--- src/rtl/utopia_rx_pkg.sv ---
package utopia_rx_pkg;

    localparam int BUS_W      = 16;
    localparam int HALF_W     = 8;
    localparam int ADDR_W     = 5;
    localparam int BYTE_CELL  = 53;
    localparam int WORD_CELL  = 27;
    localparam int IDX_W      = $clog2(BYTE_CELL + 1);

    typedef enum logic {
        ROLE_ATM = 1'b0,
        ROLE_PHY = 1'b1
    } role_e;

    typedef struct packed {
        logic [BUS_W-1:0] data;
        logic             soc;
        logic             par;
    } xfer_t;

    function automatic logic [IDX_W-1:0] cell_len(input logic wide);
        return wide ? IDX_W'(WORD_CELL) : IDX_W'(BYTE_CELL);
    endfunction

    function automatic logic par_ok(input logic [BUS_W-1:0] d, input logic p,
                                    input logic wide);
        return wide ? (^{d, p}) : (^{d[HALF_W-1:0], p});
    endfunction

    function automatic logic [BUS_W-1:0] lane_mask(input logic [BUS_W-1:0] d,
                                                   input logic wide);
        return wide ? d : {{(BUS_W-HALF_W){1'b0}}, d[HALF_W-1:0]};
    endfunction

endpackage

--- src/rtl/utopia_rx_master.sv ---
module utopia_rx_master
    import utopia_rx_pkg::*;
(
    input  logic clk,
    input  logic rst,
    input  logic act,
    input  logic wide,
    input  logic far_clav,
    input  logic buf_room,
    output logic enb_n,
    output logic take
);
    logic             enb_q;
    logic             smp_q;
    logic [IDX_W-1:0] left_q;

    // Enable burst of exactly one cell length; sampling lags one cycle.
    always_ff @(posedge clk) begin
        if (rst || !act) begin
            enb_q  <= 1'b0;
            smp_q  <= 1'b0;
            left_q <= '0;
        end else begin
            smp_q <= enb_q;
            if (enb_q) begin
                if (left_q == '0) begin
                    enb_q <= 1'b0;
                end else begin
                    left_q <= left_q - IDX_W'(1);
                end
            end else if (far_clav && buf_room) begin
                enb_q  <= 1'b1;
                left_q <= cell_len(wide) - IDX_W'(1);
            end
        end
    end

    assign enb_n = ~enb_q;
    assign take  = act && smp_q;

endmodule

--- src/rtl/utopia_rx_slave.sv ---
module utopia_rx_slave
    import utopia_rx_pkg::*;
#(
    parameter logic [ADDR_W-1:0] DEV_ADDR = 5'd9
) (
    input  logic              clk,
    input  logic              rst,
    input  logic              act,
    input  logic [ADDR_W-1:0] addr,
    input  logic              enb_n,
    input  logic              buf_room,
    input  logic              in_cell,
    output logic              clav,
    output logic              take
);
    logic sel_q;
    logic clav_q;
    logic hit;

    assign hit = (addr == DEV_ADDR);

    always_ff @(posedge clk) begin
        if (rst || !act) begin
            sel_q  <= 1'b0;
            clav_q <= 1'b0;
        end else begin
            // Selection latches on the last cycle with enable idle.
            if (enb_n) begin
                sel_q <= hit;
            end
            clav_q <= hit && buf_room && !in_cell;
        end
    end

    assign clav = clav_q;
    assign take = act && !enb_n && sel_q;

endmodule

--- src/rtl/utopia_rx_cell.sv ---
module utopia_rx_cell
    import utopia_rx_pkg::*;
(
    input  logic             clk,
    input  logic             rst,
    input  logic             wide,
    input  logic             take,
    input  logic [BUS_W-1:0] bus_data,
    input  logic             bus_soc,
    input  logic             bus_par,
    output logic             wr_en,
    output logic [IDX_W-1:0] wr_idx,
    output logic [BUS_W-1:0] wr_data,
    output logic             cell_done,
    output logic             cell_err,
    output logic             runt_err,
    output logic [IDX_W-1:0] par_err_cnt,
    output logic             in_cell
);
    xfer_t            stg_q;
    logic             stg_v_q;
    logic             active_q;
    logic [IDX_W-1:0] idx_q;
    logic [IDX_W-1:0] run_cnt_q;
    logic             bad;
    logic [IDX_W-1:0] cnt_now;
    logic             last;

    // Input stage: one register between the bus and the assembler.
    always_ff @(posedge clk) begin
        if (rst) begin
            stg_v_q <= 1'b0;
            stg_q   <= '0;
        end else begin
            stg_v_q <= take;
            if (take) begin
                stg_q <= '{data: bus_data, soc: bus_soc, par: bus_par};
            end
        end
    end

    assign bad     = !par_ok(stg_q.data, stg_q.par, wide);
    assign cnt_now = run_cnt_q + IDX_W'(bad);
    assign last    = (idx_q == cell_len(wide) - IDX_W'(1));

    always_ff @(posedge clk) begin
        if (rst) begin
            active_q    <= 1'b0;
            idx_q       <= '0;
            run_cnt_q   <= '0;
            wr_en       <= 1'b0;
            wr_idx      <= '0;
            wr_data     <= '0;
            cell_done   <= 1'b0;
            cell_err    <= 1'b0;
            runt_err    <= 1'b0;
            par_err_cnt <= '0;
        end else begin
            wr_en     <= 1'b0;
            cell_done <= 1'b0;
            runt_err  <= 1'b0;
            if (stg_v_q) begin
                wr_data <= lane_mask(stg_q.data, wide);
                if (stg_q.soc) begin
                    runt_err  <= active_q;
                    wr_en     <= 1'b1;
                    wr_idx    <= '0;
                    idx_q     <= IDX_W'(1);
                    active_q  <= 1'b1;
                    run_cnt_q <= IDX_W'(bad);
                end else if (active_q) begin
                    wr_en  <= 1'b1;
                    wr_idx <= idx_q;
                    if (last) begin
                        cell_done   <= 1'b1;
                        cell_err    <= (cnt_now != '0);
                        par_err_cnt <= cnt_now;
                        active_q    <= 1'b0;
                        idx_q       <= '0;
                        run_cnt_q   <= '0;
                    end else begin
                        idx_q     <= idx_q + IDX_W'(1);
                        run_cnt_q <= cnt_now;
                    end
                end
            end
        end
    end

    assign in_cell = active_q || stg_v_q;

endmodule

--- src/rtl/utopia_cell_rx.sv ---
module utopia_cell_rx
    import utopia_rx_pkg::*;
#(
    parameter logic [ADDR_W-1:0] DEV_ADDR = 5'd9
) (
    input  logic              clk,
    input  logic              rst,
    input  logic              role_phy,
    input  logic              wide,
    input  logic              buf_room,
    input  logic [ADDR_W-1:0] bus_addr,
    input  logic [BUS_W-1:0]  bus_data,
    input  logic              bus_par,
    input  logic              bus_soc,
    input  logic              hs_in,
    output logic              hs_out,
    output logic              wr_en,
    output logic [IDX_W-1:0]  wr_idx,
    output logic [BUS_W-1:0]  wr_data,
    output logic              cell_done,
    output logic              cell_err,
    output logic              runt_err,
    output logic [IDX_W-1:0]  par_err_cnt
);
    role_e role;
    logic  m_enb_n, m_take;
    logic  s_clav, s_take;
    logic  in_cell;
    logic  take;

    assign role = role_e'(role_phy);

    utopia_rx_master u_master (
        .clk      (clk),
        .rst      (rst),
        .act      (role == ROLE_ATM),
        .wide     (wide),
        .far_clav (hs_in),
        .buf_room (buf_room),
        .enb_n    (m_enb_n),
        .take     (m_take)
    );

    utopia_rx_slave #(.DEV_ADDR(DEV_ADDR)) u_slave (
        .clk      (clk),
        .rst      (rst),
        .act      (role == ROLE_PHY),
        .addr     (bus_addr),
        .enb_n    (hs_in),
        .buf_room (buf_room),
        .in_cell  (in_cell),
        .clav     (s_clav),
        .take     (s_take)
    );

    assign take   = (role == ROLE_PHY) ? s_take : m_take;
    assign hs_out = (role == ROLE_PHY) ? s_clav : m_enb_n;

    utopia_rx_cell u_cell (
        .clk         (clk),
        .rst         (rst),
        .wide        (wide),
        .take        (take),
        .bus_data    (bus_data),
        .bus_soc     (bus_soc),
        .bus_par     (bus_par),
        .wr_en       (wr_en),
        .wr_idx      (wr_idx),
        .wr_data     (wr_data),
        .cell_done   (cell_done),
        .cell_err    (cell_err),
        .runt_err    (runt_err),
        .par_err_cnt (par_err_cnt),
        .in_cell     (in_cell)
    );

endmodule

--- config.mk ---
export PLATFORM = sky130hd
export DESIGN_NAME = utopia_cell_rx
export DESIGN_NICKNAME = d
export VERILOG_FILES = /design/src/rtl/utopia_rx_pkg.sv /design/src/rtl/utopia_rx_master.sv /design/src/rtl/utopia_rx_slave.sv /design/src/rtl/utopia_rx_cell.sv /design/src/rtl/utopia_cell_rx.sv
export SDC_FILE = /design/constraint.sdc
export NUM_CORES = 1
export LEC_CHECK = 0
export CORE_ASPECT_RATIO = 1.1
export CORE_UTILIZATION = 52
export CTS_CLUSTER_SIZE = 14
export DETAILED_ROUTE_END_ITERATION = 12
export HOLD_SLACK_MARGIN = 0.05
export PLACE_DENSITY = 0.8
export SYNTH_ARGS = -nofsm -noshare
export SYNTH_HDL_FRONTEND = slang
export SYNTH_HIERARCHICAL = 1
export SYNTH_SLANG_ARGS = --single-unit
--- constraint.sdc ---
create_clock -name clk -period 2.99 [get_ports clk]
set_clock_uncertainty 0.2 [all_clocks]
set_input_delay 0.299 -clock clk [delete_from_list [all_inputs] [get_ports clk]]
set_output_delay 0.299 -clock clk [all_outputs]
set_load 0.005 [all_outputs]
==> results_dict.tcl, run 1 <==
set metrics [dict create \
    status "finished, violations left" \
    violations "DRC" \
    ctsHtreeMaxLevel 3 \
    grt_util_all_layers 0.213 \
    clockBufferDepth 2 \
    cp.required_ns 3.06 \
    yosys.cell_types.count 44 \
    cts_setup_buffers 0 \
    rows 30 \
    hold_depth 2 \
    drive_above_1_share 0.0699 \
    die_y_um 85.4 \
    p_seq_frac 0.524 \
    pwr-share-comb 0.068 \
    clock_sink_count 74 \
    tns_ns 0 \
    tightest_slew_ns 0.700 \
    top_usage_layer "met2" \
    clk_latency_ns 0.34 \
    p_total_mw 1.92 \
    maxSlewViolCount 0 \
    worstPathArrival_ns 2.67 \
    drv_cap 0 \
    initial_core_util 0.535 \
    core-area_um2 6160 \
    gr-usage-met1 0.269 \
    yosysWarnings 6 \
    synthArstFlopShare 0 \
    cts_hold_buffers 0 \
    synth_top_area_frac 0.450 \
    ios 62 \
    power_per_cell_area_nw_per_um2 465 \
    dieArea_um2 6650 \
    grt.overflow.total 0 \
    dp_hpwl_um 4600 \
    timing.final.hold_violations 0 \
    io_buffers 61 \
    rr_worst_depth 10 \
    die_w_um 77.8 \
    cts_buffers 9 \
    grtUsageMet3 0.0344 \
    grtUsageMet2 0.353 \
    nNetsFinal 457 \
    gp_congestion 0.789 \
    max_freq_ghz 0.384 \
    area_delta_synth_final_pct 25.4 \
    rsz0062_at_grt "false" \
    viasPerCell 5.35 \
    netSwitchingPower_uw 419 \
    drt-wirelength-per-cell_um 13.1 \
    drtPass1Iterations 9 \
    antenna_found_initial 0 \
    yosys-top-cells-count "74 x dfxtp_1, 67 x nor2_1, 31 x mux2i_1, 28 x a21oi_1, 25 x nand2_1" \
    cts_resized 0 \
    yosysSeqAreaShare 0.450 \
    slew_headroom 0.529 \
    wl_um 6690 \
    switching_share 0.218 \
    cts-root-buf "clkbuf_8" \
    grt_pass1_vias 2450 \
    crit_fanout 5 \
    netlist_area_um2 3290 \
    end_kind "register" \
    finalCritPeriodShare 0.870 \
    clkPwrFrac 0.408 \
    ant_nets 0 \
    synth.area.top_cells "dfxtp_1 45%, mux2i_1 9.4%, nor2_1 7.6%" \
    hold_path_class "in -> reg" \
    setup_viol 0 \
    startpoint_type "register" \
    cts_tree "done" \
    diodes 0 \
    p_leak_nw 1.44 \
    p_int_mw 1.50 \
    grt_pass1_wl_um 11200 \
    vias 2724 \
    synth_nets 402 \
    initialDrtViolationCount 181 \
    clk_pin_slew_ns 0.08 \
    syn_area_per_cell_um2 8.92 \
    synth_edf_count 0 \
    grt_max_degree 47 \
    ys_ff_latch 74 \
    fin_crit_ns 2.60 \
    ir_drop_mv 0.373 \
    synth-main-ff-cell "dfxtp_1" \
    synth_most_common_cell "dfxtp_1" \
    netlist_instances 369 \
    drc 1 \
    critical_path_class "reg -> reg" \
    yosys.area.top_type "dfxtp_1" \
]
==> power by group through the flow <==
| stage | registers, mW | clock network [mW] | logic [mW] |
|---|---|---|---|
| finish | 1.01 | 0.782 | 0.131 |
| floorplan | 1.03 | 0 | 0.0654 |
| global placement | 1.03 | 0 | 0.129 |
| CTS | 1.01 | 0.796 | 0.132 |
| global route | 1.01 | 0.848 | 0.142 |
| detailed placement | 1.03 | 0 | 0.131 |
==> layout make-up <==
class | count | area, um^2
clock buffers | 12 | 155
flip-flops and latches | 74 | 1480
repair buffers | 65 | 636
inverters | 5 | 18.8
multi-input cells | 269 | 1690
well taps | 80 | 100
fillers | 536 | 2030
clock inverters | 4 | 50.0
==> sequential cells by signal, indices dropped and copies added, names as in the netlist <==
name / flops
u_cell/cell_err: 1
u_cell/idx_q: 6
u_master/smp_q: 1
u_cell/stg_v_q: 1
u_cell/wr_en: 1
u_cell/cell_done: 1
u_slave/sel_q: 1
u_cell/run_cnt_q: 6
u_slave/clav: 1
u_cell/wr_data: 16
u_master/left_q: 6
u_cell/runt_err: 1
u_cell/par_err_cnt: 6
u_master/enb_q: 1
u_cell/wr_idx: 6
u_cell/stg_q: 18
u_cell/active_q: 1
==> logic make-up after synthesis <==
group	share of synthesized area
AOI/OAI and AO/OA	0.113
xor gates and xnor gates	0.0559
DFF	0.450
buffers and inverters	0.0373
adders and majority gates	0.0152
and+or+nand+nor	0.224
muxes	0.105
==> cell usage in the layout (no fill, tap or decap), types with 2 or more instances in the layout <==
master	Yosys	final
a211oi_1	8	8
a21oi_1	28	28
a22oi_1	3	3
and2_1	6	6
buf_4	0	4
clkbuf_8	0	11
clkdlybuf4s50_1	0	60
clkinvlp_4	0	2
dfxtp_1	74	74
ha_1	4	4
inv_1	5	5
mux2_2	3	3
mux2i_1	31	31
nand2_1	25	25
nand2b_1	7	7
nand3_1	13	13
nand4_1	2	2
nand4bb_1	3	3
nor2_1	67	67
nor2b_1	13	13
nor3_1	3	3
nor3b_1	3	3
o21ai_0	9	9
or3_1	2	2
xnor2_1	16	16
xor2_1	5	5
==> critical path, stage by stage, from the launching register on <==
cell,delay [ns]
dfxtp_1,0.38
xor2_1,0.20
xnor2_1,0.19
xnor2_1,0.19
nand2_1,0.11
xnor2_1,0.29
ha_1,0.28
nand3_1,0.11
xnor2_1,0.26
nor3_1,0.09
a211oi_1,0.22
==> worst paths after layout <==
| path | start | to | slack (ns) |
|---|---|---|---|
| min reg2reg | u_cell/wr_data[10] | u_cell/wr_data[10] | 0.27 |
| max | u_cell/stg_q[13] | u_cell/cell_err | 0.39 |
| max reg2reg | u_cell/stg_q[13] | u_cell/cell_err | 0.39 |
| min | rst | u_cell/par_err_cnt[5] | 0.14 |
==> routing by layer <==
layer  vias to the layer above  wire [um]
met1                      1270       2960
met5                         -          0
met2                        73       3330
met3                         7        336
met4                         0         60
li1                       1374          -
==> per-stage QoR <==
| stage | hold WS, ns | cells | utilization | worst slack [ns] | area [um^2] |
|---|---|---|---|---|---|
| 2_1_floorplan | 0.169 | 369 | - | 0.767 | 3290 |
| 3_3_place_gp | 0.254 | 493 | 0.637 | 0.521 | 3920 |
| 3_5_place_dp | 0.257 | 493 | 0.637 | 0.452 | 3920 |
| 4_1_cts | 0.135 | 509 | 0.671 | 0.408 | 4130 |
| 5_1_grt | 0.157 | 509 | 0.671 | 0.189 | 4130 |
| 6_report | 0.138 | 509 | 0.671 | 0.389 | 4130 |
No activity file was read; power rests on OpenSTA's default activity.
==> run 2: changes to the inputs <==
--- a/config.mk
+++ b/config.mk
@@ -9,6 +9,7 @@
 export CORE_UTILIZATION = 52
 export CTS_CLUSTER_SIZE = 14
 export DETAILED_ROUTE_END_ITERATION = 12
+export GPL_ROUTABILITY_DRIVEN = 0
 export HOLD_SLACK_MARGIN = 0.05
 export PLACE_DENSITY = 0.8
 export SYNTH_ARGS = -nofsm -noshare
==> results of run 2 <==
The final DEF is identical to that of run 1; final timing and power are the same.
==> run 3: changes to the inputs <==
--- a/config.mk
+++ b/config.mk
@@ -6,13 +6,13 @@
 export NUM_CORES = 1
 export LEC_CHECK = 0
 export CORE_ASPECT_RATIO = 1.1
-export CORE_UTILIZATION = 52
+export CORE_UTILIZATION = 30
 export CTS_CLUSTER_SIZE = 14
 export DETAILED_ROUTE_END_ITERATION = 12
 export GPL_ROUTABILITY_DRIVEN = 0
 export HOLD_SLACK_MARGIN = 0.05
-export PLACE_DENSITY = 0.8
 export SYNTH_ARGS = -nofsm -noshare
 export SYNTH_HDL_FRONTEND = slang
 export SYNTH_HIERARCHICAL = 1
 export SYNTH_SLANG_ARGS = --single-unit
+export TNS_END_PERCENT = 20
==> run 3 against run 2 <==
The run now ends clean. Fmax is 0.72% higher. Die area grew 71%. Hold slack gained 0.028 ns. First-iteration DRC count is 53% lower. Setup slack improved by 0.019 ns. Total power increased by 14%. Final cell count grew 12%. Largest power group is now the clock network. Via count down 2.1%. Count of clock-buffer cells in the layout shrank 2. Combinational power is essentially flat. Sequential power hardly changed. Sequential share of layout area shrank 1.5 points.
==> results_dict.tcl, run 3 (synthesis results as in run 1) <==
set metrics [dict create \
    grt_util_all_layers 0.137 \
    clk_pin_slew_ns 0.06 \
    final_cell_mix "74 x dfxtp_1, 67 x nor2_1, 60 x clkdlybuf4s50_1, 31 x mux2i_1, 28 x a21oi_1" \
    drc 0 \
    hold_path_class "in -> reg" \
    finalCritPeriodShare 0.864 \
    cp_cell_sequence "xor2_1, xnor2_1, xnor2_1, nand2_1, xnor2_1, ha_1, nand3_1, xnor2_1, nor3_1, a211oi_1" \
    drt-wirelength-per-cell_um 12.6 \
    dp_hpwl_um 5140 \
    fin_crit_ns 2.58 \
    rr_worst_depth 10 \
    cp_slowest_cell "dfxtp_1" \
    cp_slowest_stage_delay_ns 0.37 \
    cts_buffers 9 \
    rows 39 \
    tightest_slew_ns 0.808 \
    dieArea_um2 11400 \
    p_leak_nw 1.48 \
    status "finished clean" \
    clock_sink_count 74 \
    diodes 0 \
    viasPerCell 4.66 \
    clk_latency_ns 0.33 \
    critical_path_class "reg -> reg" \
    ir_drop_mv 0.276 \
    initialDrtViolationCount 85 \
    io_buffers 61 \
    timing.final.hold_violations 0 \
    grt_pass1_vias 2506 \
    cts_hold_buffers 0 \
    die_w_um 102 \
    tns_ns 0 \
    core-area_um2 10500 \
    multi_input_area_um2 1690 \
    worstPathArrival_ns 2.63 \
    drtPass1Iterations 7 \
    regMostFlops "u_cell/stg_q" \
    die_y_um 112 \
    finalHoldWorstSlack_ns 0.167 \
    drv_cap 0 \
    vias 2668 \
    cp.required_ns 3.04 \
    nNetsFinal 458 \
    reg_top3 "u_cell/stg_q x18, u_cell/wr_data x16" \
    fill_cells 1095 \
    grt.overflow.total 0 \
    grt_max_degree 37 \
    max_freq_ghz 0.387 \
    layout_commonest_cell "dfxtp_1" \
    clockBufferDepth 2 \
    slew_headroom 0.456 \
    cts_setup_buffers 0 \
    maxSlewViolCount 0 \
    path_common_cell "xnor2_1" \
    place_ws_ns 0.336 \
    placed_cell_area_um2 4010 \
    area_delta_synth_final_pct 30.8 \
    regArea_um2 1480 \
    startpoint_type "register" \
    layout_setup_ws_ns 0.407 \
    ctsHtreeMaxLevel 3 \
    power_per_cell_area_nw_per_um2 510 \
    grt_pass1_wl_um 12100 \
    setup_viol 0 \
    rsz0062_at_grt "false" \
    drive_above_1_share 0.0723 \
    initial_core_util 0.312 \
    ant_nets 0 \
    wl_um 7230 \
    placed_cells 557 \
    cts_tree "done" \
    hold_depth 3 \
    final_area_um2 4300 \
    p_total_mw 2.20 \
    crit_fanout 5 \
    cts_resized 0 \
    stdcell_count 572 \
    ios 62 \
    final_util 0.408 \
    end_kind "register" \
    antenna_found_initial 0 \
    largest_reg_flops 18 \
    cts-root-buf "clkbuf_16" \
]
## run 3: path summary, 6_finish.rpt
check	from	endpoint	slack [ns]
setup / recovery	u_cell/stg_q[12]	u_cell/cell_err	0.41
setup reg to reg	u_cell/stg_q[12]	u_cell/cell_err	0.41
hold reg to reg	u_cell/wr_data[11]	u_cell/wr_data[11]	0.27
hold / removal	rst	u_slave/clav	0.17
## run 3: critical path, delay by kind of cell (launching register included)
kind | cells | cell delay (ns)
fa+ha+maj | 1 | 0.30
compound gates | 1 | 0.22
simple gates | 3 | 0.30
xor+xnor | 5 | 1.10
flops | 1 | 0.37
## run 3: where the power goes
part	switching, mW	leakage (nW)	internal (mW)	total (mW)
Sequential	0.0101	0.597	0.997	1.01
Combinational	0.0566	0.746	0.0751	0.132
Clock	0.397	0.140	0.660	1.06
Total	0.463	1.48	1.73	2.20
## run 3: cell type report
| type | count | area share |
|---|---|---|
| clock inverter | 5 | 0.0128 |
| clock buffer | 10 | 0.0555 |
| tap | 143 | 0.0416 |
| multi-input combinational | 269 | 0.392 |
| inverter | 5 | 0.00436 |
| sequential | 74 | 0.344 |
| timing repair buffer | 66 | 0.149 |
## run 3: metal layers
layer  vias up  part of all wire  track usage
met2        57              0.46        0.210
li1       1367                 -            -
met4         0             0.024       0.0771
met5         -                 0            0
met1      1234              0.48        0.176
met3        10             0.039       0.0301
